<file path="src/rtl/pt_walker_pkg.sv">
package pt_walker_pkg;

  typedef enum logic [1:0] {
    ST_IDLE  = 2'd0,
    ST_ISSUE = 2'd1,
    ST_WAIT  = 2'd2
  } walk_state_e;

  typedef struct packed {
    logic wr;
    logic usr;
    logic nx;
  } perm_t;

endpackage

</file>
<file path="src/rtl/pt_walker_idx.sv">
module pt_walker_idx #(
  parameter int LEVELS = 4,
  parameter int IDX_W  = 9,
  localparam int VPN_W = LEVELS * IDX_W,
  localparam int LVL_W = (LEVELS > 1) ? $clog2(LEVELS) : 1
) (
  input  logic [VPN_W-1:0] vpn,
  input  logic [LVL_W-1:0] level,
  output logic [IDX_W-1:0] idx
);

  logic [IDX_W-1:0] slice [LEVELS];

  // level 0 takes the most significant field
  for (genvar g = 0; g < LEVELS; g++) begin : g_slice
    assign slice[g] = vpn[(LEVELS-g)*IDX_W-1 -: IDX_W];
  end

  always_comb begin
    idx = '0;
    for (int k = 0; k < LEVELS; k++) begin
      if (level == LVL_W'(k)) idx = slice[k];
    end
  end

endmodule

</file>
<file path="src/rtl/pt_walker_perm.sv">
module pt_walker_perm
  import pt_walker_pkg::*;
#(
  parameter int ENT_W  = 64,
  parameter int WR_BIT = 1,
  parameter int US_BIT = 2,
  parameter int NX_BIT = 63
) (
  input  perm_t            acc,
  input  logic [ENT_W-1:0] entry,
  output perm_t            merged
);

  always_comb begin
    merged.wr  = acc.wr  & entry[WR_BIT];
    merged.usr = acc.usr & entry[US_BIT];
    merged.nx  = acc.nx  | entry[NX_BIT];
  end

endmodule

</file>
<file path="src/rtl/pt_walker.sv">
module pt_walker
  import pt_walker_pkg::*;
#(
  parameter int LEVELS   = 4,
  parameter int IDX_W    = 9,
  parameter int OFF_W    = 12,
  parameter int PFN_W    = 40,
  parameter int ENT_W    = 64,
  parameter int ESZ_LOG  = 3,
  parameter int PRES_BIT = 0,
  parameter int WR_BIT   = 1,
  parameter int US_BIT   = 2,
  parameter int NX_BIT   = 63,
  localparam int VPN_W   = LEVELS * IDX_W,
  localparam int PA_W    = PFN_W + OFF_W,
  localparam int LVL_W   = (LEVELS > 1) ? $clog2(LEVELS) : 1
) (
  input  logic             clk,
  input  logic             rst,
  input  logic             req_valid,
  output logic             req_ready,
  input  logic [VPN_W-1:0] req_vpn,
  input  logic [PFN_W-1:0] root_base,
  output logic             mem_req_valid,
  input  logic             mem_req_ready,
  output logic [PA_W-1:0]  mem_req_addr,
  input  logic             mem_rsp_valid,
  input  logic [ENT_W-1:0] mem_rsp_data,
  output logic             res_valid,
  output logic             res_fault,
  output logic [LVL_W-1:0] res_level,
  output logic [PFN_W-1:0] res_pfn,
  output logic             res_write,
  output logic             res_user,
  output logic             res_nx
);

  walk_state_e      state_q;
  logic [LVL_W-1:0] level_q;
  logic [VPN_W-1:0] vpn_q;
  perm_t            perm_q;
  perm_t            perm_nxt;
  logic [PA_W-1:0]  addr_q;

  logic [LVL_W-1:0] sel_level;
  logic [VPN_W-1:0] sel_vpn;
  logic [PFN_W-1:0] sel_base;
  logic [IDX_W-1:0] sel_idx;
  logic [PA_W-1:0]  sel_addr;
  logic [PFN_W-1:0] ent_base;
  logic             last_lvl;

  assign ent_base = mem_rsp_data[PA_W-1:OFF_W];
  assign last_lvl = (level_q == LVL_W'(LEVELS-1));

  // address source: new request when idle, otherwise the next level
  always_comb begin
    if (state_q == ST_IDLE) begin
      sel_level = '0;
      sel_vpn   = req_vpn;
      sel_base  = root_base;
    end else begin
      sel_level = level_q + LVL_W'(1);
      sel_vpn   = vpn_q;
      sel_base  = ent_base;
    end
  end

  pt_walker_idx #(.LEVELS(LEVELS), .IDX_W(IDX_W)) u_idx (
    .vpn   (sel_vpn),
    .level (sel_level),
    .idx   (sel_idx)
  );

  assign sel_addr = {sel_base, {OFF_W{1'b0}}} + PA_W'({sel_idx, {ESZ_LOG{1'b0}}});

  pt_walker_perm #(.ENT_W(ENT_W), .WR_BIT(WR_BIT), .US_BIT(US_BIT), .NX_BIT(NX_BIT)) u_perm (
    .acc    (perm_q),
    .entry  (mem_rsp_data),
    .merged (perm_nxt)
  );

  assign req_ready     = (state_q == ST_IDLE);
  assign mem_req_valid = (state_q == ST_ISSUE);
  assign mem_req_addr  = addr_q;

  always_ff @(posedge clk) begin
    if (rst) begin
      state_q   <= ST_IDLE;
      level_q   <= '0;
      vpn_q     <= '0;
      perm_q    <= '0;
      addr_q    <= '0;
      res_valid <= 1'b0;
      res_fault <= 1'b0;
      res_level <= '0;
      res_pfn   <= '0;
      res_write <= 1'b0;
      res_user  <= 1'b0;
      res_nx    <= 1'b0;
    end else begin
      res_valid <= 1'b0;
      case (state_q)
        ST_IDLE: begin
          if (req_valid) begin
            vpn_q   <= req_vpn;
            level_q <= '0;
            perm_q  <= '{wr: 1'b1, usr: 1'b1, nx: 1'b0};
            addr_q  <= sel_addr;
            state_q <= ST_ISSUE;
          end
        end
        ST_ISSUE: begin
          if (mem_req_ready) state_q <= ST_WAIT;
        end
        ST_WAIT: begin
          if (mem_rsp_valid) begin
            if (!mem_rsp_data[PRES_BIT]) begin
              res_valid <= 1'b1;
              res_fault <= 1'b1;
              res_level <= level_q;
              res_pfn   <= '0;
              res_write <= 1'b0;
              res_user  <= 1'b0;
              res_nx    <= 1'b0;
              state_q   <= ST_IDLE;
            end else if (last_lvl) begin
              res_valid <= 1'b1;
              res_fault <= 1'b0;
              res_level <= level_q;
              res_pfn   <= ent_base;
              res_write <= perm_nxt.wr;
              res_user  <= perm_nxt.usr;
              res_nx    <= perm_nxt.nx;
              state_q   <= ST_IDLE;
            end else begin
              perm_q  <= perm_nxt;
              level_q <= sel_level;
              addr_q  <= sel_addr;
              state_q <= ST_ISSUE;
            end
          end
        end
        default: state_q <= ST_IDLE;
      endcase
    end
  end

  // read request must hold steady until taken
  p_req_hold_r5: assert property (@(posedge clk) disable iff (rst)
    (mem_req_valid && !mem_req_ready) |=> (mem_req_valid && $stable(mem_req_addr)));

  // accepted request drops ready on the following cycle
  p_busy_after_accept_r2: assert property (@(posedge clk) disable iff (rst)
    (req_valid && req_ready) |=> !req_ready);

  // result strobe lasts one cycle
  p_res_pulse_r9: assert property (@(posedge clk) disable iff (rst)
    res_valid |=> !res_valid);

  // no new read between acceptance and response
  p_one_outstanding_r9: assert property (@(posedge clk) disable iff (rst)
    (mem_req_valid && mem_req_ready) |=> !mem_req_valid);

  // fault carries no frame or permissions
  p_fault_clean_r10: assert property (@(posedge clk) disable iff (rst)
    (res_valid && res_fault) |-> (res_pfn == '0 && !res_write && !res_user && !res_nx));

  // successful result always comes from the last level
  p_success_last_r6: assert property (@(posedge clk) disable iff (rst)
    (res_valid && !res_fault) |-> (res_level == LVL_W'(LEVELS-1)));

  // ready returns together with the result strobe
  p_ready_with_result_r2: assert property (@(posedge clk) disable iff (rst)
    res_valid |-> req_ready);

endmodule

</file>
<file path="config.mk">
export PLATFORM = sky130hd
export DESIGN_NAME = pt_walker
export DESIGN_NICKNAME = d
export VERILOG_FILES = /design/src/rtl/pt_walker_pkg.sv /design/src/rtl/pt_walker_idx.sv /design/src/rtl/pt_walker_perm.sv /design/src/rtl/pt_walker.sv
export SDC_FILE = /design/constraint.sdc
export NUM_CORES = 1
export LEC_CHECK = 0
export BUFFER_PORTS_ARGS = -buffer_cell sky130_fd_sc_hd__buf_2
export CORE_MARGIN = 1.5
export CORE_UTILIZATION = 47
export DETAILED_ROUTE_END_ITERATION = 16
export GPL_ROUTABILITY_DRIVEN = 0
export PLACE_DENSITY = 0.79
export SLEW_MARGIN = 5
export SYNTH_ARGS = -nofsm -noshare
export SYNTH_HDL_FRONTEND = slang
export SYNTH_SLANG_ARGS = --single-unit
</file>
<file path="constraint.sdc">
create_clock -name clk -period 2.4 [get_ports clk]
set_input_delay 0 -clock clk [delete_from_list [all_inputs] [get_ports clk]]
set_output_delay 0 -clock clk [all_outputs]
set_load 0.01 [all_outputs]
</file>
Word-level counts from Yosys, hierarchy flattened
Index checks and enable logic that the tools add are counted.

$add $sub $neg: 2. Equal/unequal tests: 12. Muxes and demuxes: 42. Bitwise gates (word level): 5. Reduce and logical (&&, ||, !) cells: 8.

Operators with widths (count): 2-to-1 mux 52 bit (4); 2-to-1 mux 40 bit (3); case mux 52 bit (2 select lines) (1); adder 52 x 12 -> 52 bit (1); 2-to-1 mux 36 bit (1); 2-to-1 mux 9 bit (4); 2-to-1 mux 2 bit (10); 2-to-1 mux 1 bit (12); 2-to-1 mux 3 bit (4); equality test 2 bit (second input constant) (4); != test 2 bit (second input constant) (4); case mux 2 bit (3 select lines) (1); case mux 3 bit (2 select lines) (1); AND reduction 3 bit (2); AND reduction 5 bit (1); equality test 2 x 1 -> 1 bit (second input constant) (2); logical NOT 2 bit (2); != test 2 x 1 -> 1 bit (second input constant) (2); case mux 2 bit (2 select lines) (1); OR reduction 3 bit (1); adder 2 x 1 -> 2 bit (second input constant) (1); bitwise AND 1 bit (2); inverter 1 bit (2); AND reduction 2 bit (1); other kinds (2) (2).

Bits in registers: 142. Input port bits: 145. Output and inout port bits: 101. Word-level logic and storage cells: 83.

Longest topological paths before layout
Word-level depth: 12. Mapped depth: 8. Gate-level depth less buffers: 5.

By module
A second synthesis with hierarchy kept.

Cells, all modules: 796. Area, all modules: 7024.2 um^2.

By module, submodules not included: pt_walker (times used 1, cells each 782, area an instance 6786.5 um^2, sequential area each 2782.7 um^2); pt_walker_idx (times used 1, cells each 11, area an instance 219.0 um^2, sequential area each 0.0 um^2); pt_walker_perm (times used 1, cells each 3, area an instance 18.8 um^2, sequential area each 0.0 um^2).

Worst setup path before layout
OpenSTA, ideal clock, no wires.

Kind: register -> register. Start: reg level_q[0]. End: reg addr_q[3] (netlist: mem_req_addr[3]). Setup time: 0.138 ns. Arrival time: 1.553 ns. Required time: 2.262 ns. Setup slack: 0.708 ns. Cell stages (with the launch flop): 6. Path buffers: 1. Period minus slack after synthesis: 1.692 ns. Cells stage by stage: dfxtp_1 > ha_1 > buf_2 > mux2_2 > a222oi_1 > a211oi_1.

Longest elaborated chain between the ends: 12. Elaborated cells between the ends (all ways): 19. Those cells by class: add/sub: 2; eq/ne: 5; mux: 10; reduce/logical: 2.

RTL lines: start, declared (line pt_walker.sv:39) `logic [LVL_W-1:0] level_q;`; start signal, assigned (line pt_walker.sv:138) `level_q <= sel_level;`; adder 2 x 1 -> 2 bit (line pt_walker.sv:63) `sel_level = level_q + LVL_W'(1);`; 2-to-1 mux 2 bit (line pt_walker.sv:58) `if (state_q == ST_IDLE) begin`; logical NOT 2 bit (line pt_walker_idx.sv:22) `if (level == LVL_W'(k)) idx = slice[k];`; 2-to-1 mux 9 bit (4 in a row) (line pt_walker_idx.sv:22); adder 52 x 12 -> 52 bit (line pt_walker.sv:75) `assign sel_addr = {sel_base, {OFF_W{1'b0}}} + PA_W'({sel_idx, {ESZ_LOG{1'b0}}});`; 2-to-1 mux 52 bit (line pt_walker.sv:127) `end else if (last_lvl) begin`; 2-to-1 mux 52 bit (line pt_walker.sv:118) `if (!mem_rsp_data[PRES_BIT]) begin`; 2-to-1 mux 52 bit (line pt_walker.sv:117) `if (mem_rsp_valid) begin`; case mux 52 bit (2 select lines) (line pt_walker.sv:103) `case (state_q)`; end signal, assigned (line pt_walker.sv:109) `addr_q <= sel_addr;`; end signal, assigned (line pt_walker.sv:139) `addr_q <= sel_addr;`; end, declared (line pt_walker.sv:43) `logic [PA_W-1:0] addr_q;`.

Parallel ways exist; a longest one is shown, timed or not. The select of a mux whose other input is x is not followed. A chain may end at the register's enable or synchronous reset.

Worst setup path in the final report
Start: reg state_q[1]. End: reg addr_q[23] (netlist: mem_req_addr[23]).

Longest elaborated chain between the ends: 12. Elaborated cells between the ends (all ways): 25. Those cells by class: add/sub: 1; eq/ne: 8; mux: 12; reduce/logical: 4.

RTL lines: start, declared (line pt_walker.sv:38) `walk_state_e state_q;`; start signal, assigned (line pt_walker.sv:89) `state_q <= ST_IDLE;`; start signal, assigned (line pt_walker.sv:110) `state_q <= ST_ISSUE;`; start signal, assigned (line pt_walker.sv:114) `if (mem_req_ready) state_q <= ST_WAIT;`; logical NOT 2 bit (line pt_walker.sv:58, pt_walker.sv:103); 2-to-1 mux 2 bit (line pt_walker.sv:58); logical NOT 2 bit (line pt_walker_idx.sv:22); 2-to-1 mux 9 bit (4 in a row) (line pt_walker_idx.sv:22); adder 52 x 12 -> 52 bit (line pt_walker.sv:75); 2-to-1 mux 52 bit (line pt_walker.sv:127); 2-to-1 mux 52 bit (line pt_walker.sv:118); 2-to-1 mux 52 bit (line pt_walker.sv:117); case mux 52 bit (2 select lines) (line pt_walker.sv:103).

Parallel ways exist; a longest one is shown, timed or not. The select of a mux whose other input is x is not followed.

==> impl_metrics.env <==
export IMPL_clock_skew_ns=0.00620
export IMPL_drtAntennaViolNets=0
export IMPL_r2r_slack_ns=0.12
export IMPL_core_um2=11600
export IMPL_portBuffers=222
export IMPL_r2r_start="state_q[1]"
export IMPL_cp_max_fo=27
export IMPL_synth_edff_count=0
export IMPL_finalHoldViolations=1
export IMPL_final_cell_mix="buf_2 (221), nand2_1 (202), dlygate4sd3_1 (140)"
export IMPL_fin_util_pct=77.3
export IMPL_r2r_cells=6
export IMPL_multiInputGateArea_um2=2540
export IMPL_fillCellCount=705
export IMPL_worstPathArrival_ns=2.64
export IMPL_syn_to_final_growth_pct=58.2
export IMPL_violations="hold timing"
export IMPL_drive_gt1_share_pct=27.3
export IMPL_synth_mux_area_share_pct=3.28
export IMPL_cts_tree="built"
export IMPL_yosys_area_share_adder_pct=0.222
export IMPL_hpwl_um=10700
export IMPL_cts_sinks=139
export IMPL_setup_tns_ns=0
export IMPL_rsz0062_at_grt="no"
export IMPL_wl_per_cell_um=18.3
export IMPL_hold_path_class="in2reg"
export IMPL_start_util_pct=48.8
export IMPL_critPathLaunchType="flop"
export IMPL_cp_startpoint="state_q[1]"
export IMPL_clock_root_buffer="clkbuf_16"
export IMPL_slew_violations=0
export IMPL_r2r_end="mem_req_addr[23]"
export IMPL_sw_frac_of_total_pct=25.1
export IMPL_finalInstanceArea_um2=8930
export IMPL_ioPinCount=246
export IMPL_ys_warn_count=0
export IMPL_synth_xor_xnor_area_share_pct=0
export IMPL_p_leak_nw=3.89
export IMPL_initialDrtViolationCount=698
export IMPL_clkPwrFrac_pct=44.6
export IMPL_yosysSeqAreaShare_pct=49.3
export IMPL_power_density_nw_per_um2=726
export IMPL_hold_slack_ns=-0.00398
export IMPL_max_freq_mhz=439
export IMPL_ys_types=39
export IMPL_min_period_ns=2.28
export IMPL_grt_use_total_pct=33.0
export IMPL_ir_drop_uv=499
export IMPL_netlist_instances=697
export IMPL_die_h_um=113
export IMPL_die_x_um=113
export IMPL_synth_seq_cells=139
export IMPL_async_flop_share_pct=0
export IMPL_dominantRegCellSynth="dfxtp_1"
export IMPL_ff_latch_area_um2=2780
export IMPL_dr_pass1_iters=6
export IMPL_status="finished with violations"
export IMPL_seq_power_share_pct=38.9
export IMPL_grt_first_pass_wirelength_um=32800
export IMPL_p_int_w=0.00486
export IMPL_setup_viol=0
export IMPL_clk_latency_ns=0.42
export IMPL_grt_max_degree=75
export IMPL_cts_htree_levels=4
export IMPL_endpoint="mem_req_addr[23]"
export IMPL_layout_commonest_cell="buf_2"
export IMPL_die_area_um2=12700
export IMPL_synth_top_family_by_area="simple AND/OR/NAND/NOR gates"
export IMPL_drt_wl_total_um=21800
export IMPL_via_per_inst=5.65
export IMPL_synth_compound_gate_area_share_pct=18.1
export IMPL_grt_pass1_vias=6621
export IMPL_critPathKind="reg2reg"
export IMPL_via_count=6736
export IMPL_mappedNetlistArea_um2=5650
export IMPL_drc=0
export IMPL_synth_avg_cell_area_um2=8.10
export IMPL_pwr_share_comb_pct=16.5
export IMPL_worst_ep_required_time_ns=2.76
export IMPL_synth_simple_area_share_pct=23.1
export IMPL_p_switching_w=0.00163
export IMPL_cp_end_kind="flop"
export IMPL_final_nets=1180
export IMPL_dpl_instance_area_um2=6780
export IMPL_cts_made_buffers=17
export IMPL_num_rows=39
export IMPL_clock_path_buffers=2
export IMPL_antenna_found_initial=1
export IMPL_overflow=0
export IMPL_final_period_utilization_pct=95.0
export IMPL_clkTransAtPathRegs_ns=0.06
export IMPL_max_cap_violations=0
-- how the worst min path moves through the flow --
stage | start | to | slack [ns] | depth (start not counted)
final | req_valid | perm_q[0] | -0.004 | 3
after global routing | req_valid | perm_q[0] | 0.01 | 3
after floorplan | req_vpn[0] | vpn_q[0] | 0.14 | 2
after global placement | req_vpn[15] | vpn_q[15] | 0.24 | 3
after detailed placement | req_vpn[5] | vpn_q[5] | 0.25 | 3
after CTS | req_valid | perm_q[0] | 0.10 | 3
-- critical path, stage by stage, from the launching register on --
cell and delay (ns):
dfxtp_1 0.36, or2_2 0.38, inv_8 0.18, buf_4 0.29, nand2_1 0.10, a311oi_1 0.28
dlygate4sd3_1 0.60
-- stage by stage --
step           power, W  instances  hold slack [ns]  setup slack (ns)
2_1_floorplan   0.00303        699            0.136             0.708
3_3_place_gp    0.00332       1014            0.244             0.565
3_5_place_dp    0.00333       1014            0.247             0.521
4_1_cts         0.00639       1186            0.105            0.0538
5_1_grt         0.00669       1191          0.00960            0.0288
6_report        0.00648       1192         -0.00398             0.120
-- per-layer routing --
metal | track usage (%) | share of wire [%] | routed length, µm
met4 | 18.2 | 4.4 | 971
met1 | 35.1 | 36 | 7770
met2 | 59.4 | 51 | 11100
met5 | 0 | 0 | 0
met3 | 8.64 | 9.0 | 1960
-- cell usage after synthesis, types with 2 or more instances --
library cell	n	area (µm²)
nand2_1	202	758
dfxtp_1	139	2780
a21oi_1	85	425
nor2_1	50	188
a311oi_1	41	359
nand3_1	41	205
clkbuf_1	22	82.6
buf_2	21	105
mux2i_1	14	140
buf_4	13	97.6
nand2b_1	12	75.1
a22oi_1	8	60.1
o21ai_0	7	35.0
o22ai_1	7	43.8
buf_1	5	18.8
a211oi_2	3	37.5
buf_6	2	22.5
inv_1	2	7.51
mux2_2	2	22.5
nand4_1	2	12.5
-- power groups by stage --
stage               combinational (W)  sequential, W  clock, W
global route                  0.00114        0.00254   0.00302
detailed placement           0.000774        0.00256         0
CTS                          0.000972        0.00251   0.00291
finish                        0.00107        0.00252   0.00289
global placement             0.000764        0.00256         0
floorplan                    0.000436        0.00260         0
-- repair_timing --
| action | in CTS | in global routing |
|---|---|---|
| gates resized for setup | 0 | 8 |
| endpoints found under the setup margin | 0 | 16 |
| hold buffers | 140 | 0 |
| setup buffers | 0 | 2 |
| endpoints found under the hold margin | 134 | 0 |
-- cells by family (layout without fill, tap and decap cells) --
| family | count (synthesis) | after routing |
|---|---|---|
| and+or+nand+nor | 316 | 316 |
| AOI/OAI and AO/OA | 157 | 157 |
| buffers and inverters | 66 | 414 |
| DFF | 139 | 139 |
| other | 1 | 5 |
| muxes | 17 | 17 |
| adders and majority gates | 1 | 1 |
-- sequential cells by signal, summed over array words and instances (netlist names) --
signal	cells
res_user	1
res_fault	1
mem_req_addr	49
res_level	2
res_write	1
perm_q	3
res_nx	1
res_pfn	40
state_q	2
level_q	2
vpn_q	36
res_valid	1
-- area by class of cell --
| class | count | area share, % |
|---|---|---|
| clock inverter | 12 | 2.16 |
| antenna | 2 | 0.0560 |
| sequential | 139 | 31.2 |
| tap | 143 | 2.00 |
| inverter | 3 | 0.210 |
| multi-input combinational | 494 | 28.5 |
| timing repair buffer | 379 | 30.7 |
| clock buffer | 20 | 5.22 |
Note: power is estimated with default switching activity, not from simulation.
